==> config.mk <==
export PLATFORM = sky130hd
export DESIGN_NAME = cmd_ack_xfer_seq
export DESIGN_NICKNAME = d
export VERILOG_FILES = /design/src/rtl/bxs_pkg.sv /design/src/rtl/bxs_phase_timer.sv /design/src/rtl/bxs_beat_counter.sv /design/src/rtl/bxs_word_capture.sv /design/src/rtl/cmd_ack_xfer_seq.sv
export SDC_FILE = /design/constraint.sdc
export NUM_CORES = 1
export LEC_CHECK = 0
export BUFFER_PORTS_ARGS = -buffer_cell sky130_fd_sc_hd__buf_4
export CAP_MARGIN = 20
export CORE_UTILIZATION = 53
export DETAILED_ROUTE_END_ITERATION = 10
export GPL_TIMING_DRIVEN = 0
export PLACE_DENSITY = 0.81
export SETUP_SLACK_MARGIN = 0.5
export SLEW_MARGIN = 20
export SYNTH_ARGS = -nofsm -noshare
export SYNTH_HDL_FRONTEND = slang
export SYNTH_SLANG_ARGS = --single-unit
export TNS_END_PERCENT = 20
==> constraint.sdc <==
create_clock -name clk -period 4.5 [get_ports clk]
set_clock_uncertainty 0.15 [all_clocks]
set_input_delay 0.225 -clock clk [delete_from_list [all_inputs] [get_ports clk]]
set_output_delay 0.225 -clock clk [all_outputs]
set_load 0.005 [all_outputs]
==> src/rtl/bxs_pkg.sv <==
package bxs_pkg;

    typedef enum logic [2:0] {
        ST_IDLE      = 3'd0,
        ST_CMD       = 3'd1,
        ST_WAIT_ACK  = 3'd2,
        ST_XFER      = 3'd3,
        ST_WAIT_DONE = 3'd4,
        ST_ERROR     = 3'd5
    } bxs_state_e;

    // States in which the phase timer runs.
    function automatic logic is_wait_state(bxs_state_e s);
        return (s == ST_WAIT_ACK) || (s == ST_XFER) || (s == ST_WAIT_DONE);
    endfunction

endpackage

==> src/rtl/bxs_phase_timer.sv <==
module bxs_phase_timer #(
    parameter int TMO_W = 16
) (
    input  logic             clk,
    input  logic             rst_n,
    input  logic             run,
    input  logic             restart,
    input  logic [TMO_W-1:0] limit,
    output logic             expired
);
    localparam logic [TMO_W-1:0] CNT_MAX = '1;

    logic [TMO_W-1:0] cnt_d, cnt_q;

    // Current cycle is the last allowed one when cnt+1 reaches the limit.
    assign expired = run && (({1'b0, cnt_q} + (TMO_W+1)'(1)) >= {1'b0, limit});

    always_comb begin
        cnt_d = cnt_q;
        if (!run || restart) begin
            cnt_d = '0;
        end else if (cnt_q != CNT_MAX) begin
            cnt_d = cnt_q + TMO_W'(1);
        end
    end

    always_ff @(posedge clk or negedge rst_n) begin
        if (!rst_n) cnt_q <= '0;
        else        cnt_q <= cnt_d;
    end
endmodule

==> src/rtl/bxs_beat_counter.sv <==
module bxs_beat_counter #(
    parameter int LEN_W = 8
) (
    input  logic             clk,
    input  logic             rst_n,
    input  logic             clear,
    input  logic             take,
    output logic [LEN_W-1:0] count
);
    logic [LEN_W-1:0] cnt_d, cnt_q;

    always_comb begin
        cnt_d = cnt_q;
        if (clear)     cnt_d = '0;
        else if (take) cnt_d = cnt_q + LEN_W'(1);
    end

    always_ff @(posedge clk or negedge rst_n) begin
        if (!rst_n) cnt_q <= '0;
        else        cnt_q <= cnt_d;
    end

    assign count = cnt_q;
endmodule

==> src/rtl/bxs_word_capture.sv <==
module bxs_word_capture #(
    parameter int DATA_W = 32
) (
    input  logic              clk,
    input  logic              rst_n,
    input  logic              take,
    input  logic [DATA_W-1:0] word_in,
    output logic              word_valid,
    output logic [DATA_W-1:0] word_out
);
    typedef struct packed {
        logic              vld;
        logic [DATA_W-1:0] dat;
    } cap_t;

    cap_t cap_d, cap_q;

    always_comb begin
        cap_d     = cap_q;
        cap_d.vld = take;
        if (take) cap_d.dat = word_in;
    end

    always_ff @(posedge clk or negedge rst_n) begin
        if (!rst_n) cap_q <= '0;
        else        cap_q <= cap_d;
    end

    assign word_valid = cap_q.vld;
    assign word_out   = cap_q.dat;
endmodule

==> src/rtl/cmd_ack_xfer_seq.sv <==
module cmd_ack_xfer_seq
    import bxs_pkg::*;
#(
    parameter int CMD_W  = 4,
    parameter int ADDR_W = 16,
    parameter int LEN_W  = 8,
    parameter int DATA_W = 32,
    parameter int TMO_W  = 16
) (
    input  logic              clk,
    input  logic              rst_n,
    input  logic              req_start,
    input  logic [CMD_W-1:0]  req_cmd,
    input  logic [ADDR_W-1:0] req_addr,
    input  logic [LEN_W-1:0]  req_len,
    input  logic [TMO_W-1:0]  tmo_limit,
    output logic              busy,
    output logic              done,
    output logic              error,
    output logic              bus_cmd_valid,
    output logic [CMD_W-1:0]  bus_cmd,
    output logic [ADDR_W-1:0] bus_addr,
    output logic [LEN_W-1:0]  bus_len,
    input  logic              bus_ack,
    input  logic              bus_data_valid,
    input  logic [DATA_W-1:0] bus_data,
    input  logic              bus_complete,
    output logic              xfer_word_valid,
    output logic [DATA_W-1:0] xfer_word
);
    localparam int CNT_W = LEN_W + 1;

    typedef struct packed {
        bxs_state_e        state;
        logic [CMD_W-1:0]  cmd;
        logic [ADDR_W-1:0] addr;
        logic [LEN_W-1:0]  len;
        logic              done;
    } ctl_t;

    ctl_t             ctl_d, ctl_q;
    logic             beat_take;
    logic             beat_clear;
    logic             tmo_hit;
    logic             tmo_restart;
    logic [LEN_W-1:0] beats;
    logic             all_beats;
    logic             last_beat;

    assign all_beats = (beats == ctl_q.len);
    assign last_beat = (({1'b0, beats} + CNT_W'(1)) == {1'b0, ctl_q.len});

    always_comb begin
        ctl_d      = ctl_q;
        ctl_d.done = 1'b0;
        beat_take  = 1'b0;
        beat_clear = 1'b0;
        unique case (ctl_q.state)
            ST_IDLE: begin
                if (req_start) begin
                    ctl_d.state = ST_CMD;
                    ctl_d.cmd   = req_cmd;
                    ctl_d.addr  = req_addr;
                    ctl_d.len   = req_len;
                    beat_clear  = 1'b1;
                end
            end
            ST_CMD: ctl_d.state = ST_WAIT_ACK;
            ST_WAIT_ACK: begin
                if (bus_ack)      ctl_d.state = ST_XFER;
                else if (tmo_hit) ctl_d.state = ST_ERROR;
            end
            ST_XFER: begin
                if (bus_complete) begin
                    ctl_d.state = ST_ERROR;            // short count
                end else if (bus_data_valid) begin
                    if (all_beats) begin
                        ctl_d.state = ST_ERROR;        // zero-length overrun
                    end else begin
                        beat_take = 1'b1;
                        if (last_beat) ctl_d.state = ST_WAIT_DONE;
                    end
                end else if (all_beats) begin
                    ctl_d.state = ST_WAIT_DONE;        // empty data phase
                end else if (tmo_hit) begin
                    ctl_d.state = ST_ERROR;
                end
            end
            ST_WAIT_DONE: begin
                if (bus_data_valid) begin
                    ctl_d.state = ST_ERROR;            // extra beat
                end else if (bus_complete) begin
                    ctl_d.state = ST_IDLE;
                    ctl_d.done  = 1'b1;
                end else if (tmo_hit) begin
                    ctl_d.state = ST_ERROR;
                end
            end
            ST_ERROR: ctl_d.state = ST_IDLE;
            default:  ctl_d.state = ST_IDLE;
        endcase
        tmo_restart = (ctl_d.state != ctl_q.state) || beat_take;
    end

    always_ff @(posedge clk or negedge rst_n) begin
        if (!rst_n) ctl_q <= '0;
        else        ctl_q <= ctl_d;
    end

    bxs_phase_timer #(.TMO_W(TMO_W)) u_timer (
        .clk     (clk),
        .rst_n   (rst_n),
        .run     (is_wait_state(ctl_q.state)),
        .restart (tmo_restart),
        .limit   (tmo_limit),
        .expired (tmo_hit)
    );

    bxs_beat_counter #(.LEN_W(LEN_W)) u_beats (
        .clk   (clk),
        .rst_n (rst_n),
        .clear (beat_clear),
        .take  (beat_take),
        .count (beats)
    );

    bxs_word_capture #(.DATA_W(DATA_W)) u_capture (
        .clk        (clk),
        .rst_n      (rst_n),
        .take       (beat_take),
        .word_in    (bus_data),
        .word_valid (xfer_word_valid),
        .word_out   (xfer_word)
    );

    assign busy          = (ctl_q.state != ST_IDLE);
    assign done          = ctl_q.done;
    assign error         = (ctl_q.state == ST_ERROR);
    assign bus_cmd_valid = (ctl_q.state == ST_CMD);
    assign bus_cmd       = ctl_q.cmd;
    assign bus_addr      = ctl_q.addr;
    assign bus_len       = ctl_q.len;
endmodule

==> flow_summary.yaml <==
cells_and_area:
  multi_input_area_sq_um: 2410
  final_cell_count_no_fill: 946
  seq_area_sq_um: 2230
  drive_gt1_share_pct: 28.6
  nets: 912
  antenna_cells: 0
  fin_util_pct: 78.1
  area_growth_pct: 42.1
  fillers: 582
detailed_routing:
  avgViaCountPerCell: 5.29
  final_antenna_net_count: 0
  drc: 0
  drt_iter0_markers: 315
  via_count: 5004
  wire_per_inst_um: 15.4
  wl_um: 14600
  drt_pre_antenna_iters: 5
place:
  dp.final_hpwl_um: 9210
  dp_cells: 866
  globalplace.congestion: 0.882
  port_buffers: 146
setup_path:
  critPathArrivalTime_ps: 3970
  cp-end-kind: "register"
  critPathTopFamily: "simple AND/OR/NAND/NOR gates"
  slowest_stage: "dfrtp_1"
  crit_top_cell: "ha_1"
  crit_buf_inv: 1
  path_cells: "ha_1 -> nand2_1 -> nor4_4 -> and4_1 -> xor2_1 -> ha_1 -> a21oi_1 -> o211ai_1 -> o21ai_1 -> a2111oi_2 -> nor2_1 -> clkbuf_2 -> o21ai_0 -> nor3_2"
  reg2reg_depth: 14
  slowest_delay_ps: 450
  critPathRequiredTime_ps: 4620
  criticalPathCategory: "register to register"
  start_kind: "register"
  cp_max_fo: 10
  worst-path-stages: 14
job:
  drv_cap: 0
sta:
  rsz0062_at_grt: "no"
  timing.slew.headroom_pct: 46.9
  drv_slew: 0
  max_freq_mhz: 260
  setup_violations: 0
  tightest_slew_ps: 796
  period_needed_ps: 3850
  setup-tns-final_ps: 0
  finalHoldViolCount: 0
  period_share_pct: 85.5
synth:
  syn-cell-area_sq_um: 5080
  syn_inst: 591
  ys_seq_area_share_pct: 43.9
  avgSynthCellArea_sq_um: 8.59
  yosys_register_bits: 89
  netlist_top_cells_area: "dfrtp_1, nand2_1, buf_4, ha_1, xnor2_1"
  synth_edf_count: 0
  synthFlopType: "dfrtp_1"
  synth_top_cell_by_area: "dfrtp_1"
  synth_warnings: 0
  synth.distinct_cells: 59
  synth_top_area_share_pct: 43.9
  synth_fp_nets: 691
  synth.top_cells.by_count: "nand2_1, dfrtp_1, buf_4"
  synthArstFlopShare_pct: 100
  synth_most_common_cell: "nand2_1"
die:
  start_util_pct: 55.0
  die-area_sq_um: 9980
  die_width_um: 99.9
  io_pins: 147
  die_y_um: 99.9
  coreArea_sq_um: 9240
  fp-row-count: 35
global_route:
  globalRouteOverflowTotal: 0
  grt_pass1_wl_um: 23600
  grt_max_degree: 90
  first_global_vias: 5272
  grtUsageTotal_pct: 29.9
  antenna_found_initial: 0
power_and_ir_drop:
  ir_drop_mv: 0.379
  power.density_nw_per_um2: 492
  p_leak_nw: 3.74
clock_network:
  htreeDepth: 3
  clock_sinks: 89
  clock_latency_ps: 360
  clock_path_buffers: 2
  numCtsBuffers: 9
  cts_root_buf: "clkbuf_8"
  cts_tree: "done"
  clk_pin_slew_ps: 90
min_path:
  min_path_type: "input pin to register"
  whs_path_depth: 3
status:
  outcome: "completed"
## power breakdown
| part | internal [mW] | switching, mW | leakage, nW | total (mW) |
|---|---|---|---|---|
| clock network | 0.279 | 0.308 | 0.104 | 0.587 |
| registers | 1.07 | 0.211 | 1.15 | 1.29 |
| logic | 0.871 | 0.810 | 2.48 | 1.68 |
## cell usage in the layout, fill, tap and decap left out, types with 3 or more instances in the layout
| master | instances |
|---|---|
| buf_6 | 8 |
| inv_6 | 3 |
| buf_2 | 7 |
| o221ai_1 | 3 |
| nand4_1 | 10 |
| xor2_1 | 11 |
| ha_1 | 18 |
| nor3_2 | 7 |
| nand2_1 | 205 |
| clkbuf_1 | 9 |
| clkbuf_8 | 10 |
| and4_1 | 3 |
| xnor2_1 | 18 |
| nor2b_1 | 3 |
| nor2_1 | 20 |
| and3_1 | 6 |
| o21ai_0 | 24 |
| dfrtp_1 | 89 |
| buf_4 | 178 |
| mux2i_1 | 3 |
| o21ai_1 | 3 |
| o211ai_1 | 5 |
| o31ai_1 | 3 |
| and2_1 | 5 |
| a21oi_1 | 16 |
| dlygate4sd3_1 | 61 |
| nand2b_1 | 7 |
| nand3_1 | 8 |
| nor3_1 | 9 |
| inv_1 | 24 |
## worst paths after layout
| kind | startpoint | endpoint | slack, ps |
|---|---|---|---|
| max in group asynchronous | rst_n | u_timer.cnt_q[4] | 3310 |
| min in group asynchronous | rst_n | bus_cmd[1] | 340 |
| worst max register to register | u_timer.cnt_q[0] | u_timer.cnt_q[13] | 650 |
| worst min-delay path | bus_complete | ctl_q[29] | 100 |
| worst max-delay path | u_timer.cnt_q[0] | u_timer.cnt_q[13] | 650 |
| worst min register to register | bus_addr[8] | bus_addr[8] | 340 |
## cells by family (layout without fill, tap and decap cells)
| family | after synthesis | after routing | share of synthesized area (%) |
|---|---|---|---|
| fa+ha+maj | 18 | 18 | 4.43 |
| simple gates | 294 | 294 | 26.1 |
| flops | 89 | 89 | 43.9 |
| mux | 5 | 5 | 1.03 |
| xor+xnor | 30 | 30 | 5.32 |
| buf+inv | 79 | 305 | 9.26 |
| compound gates | 76 | 76 | 9.95 |
## flip-flops by register name (all words and copies together) (netlist names)
name / cells
bus_addr: 16
done: 1
u_timer.cnt_q: 16
bus_len: 8
bus_cmd: 4
u_capture.word_valid: 1
u_beats.count: 8
ctl_q: 3
u_capture.word_out: 32
## layout make-up
type | count | area share (%)
repair buffers | 210 | 24.0
plain buffers | 54 | 5.24
flip-flops and latches | 89 | 30.9
inverters | 25 | 1.30
multi-input cells | 423 | 33.4
clock buffers | 10 | 1.91
clock inverters | 6 | 1.01
well taps | 129 | 2.24
## per-stage QoR
stage | total power, mW | setup slack [ps] | area (sq um) | hold WS, ps
finish | 3.55 | 652 | 7210 | 97.8
CTS | 3.50 | 558 | 7170 | 68.3
global route | 3.78 | 487 | 7210 | 84.7
floorplan | 2.15 | 1200 | 5080 | -221
global placement | 2.79 | 404 | 6340 | 263
detailed placement | 2.85 | 212 | 6340 | 268
## layer usage
| metal | vias to the layer above | routed length (um) | track usage (%) |
|---|---|---|---|
| li1 | 2366 | - | - |
| met1 | 2416 | 5870 | 35.2 |
| met2 | 187 | 7530 | 54.1 |
| met3 | 35 | 809 | 6.48 |
| met4 | 0 | 345 | 10.2 |
| met5 | - | 0 | 0 |
## worst min-delay path, cell delays in order
cell and delay [ps]:
buf_4 130, a21oi_1 50, o211ai_1 160
## repair_timing
action / in CTS / in global routing
hold endpoints to repair: 149 / 0
buffers inserted: 2 / 1
resized for setup: 1 / 6
setup endpoints to repair: 13 / 16
hold buffers: 61 / 0
pin swaps: 2 / 0
Note: power is estimated with default switching activity, not from simulation.
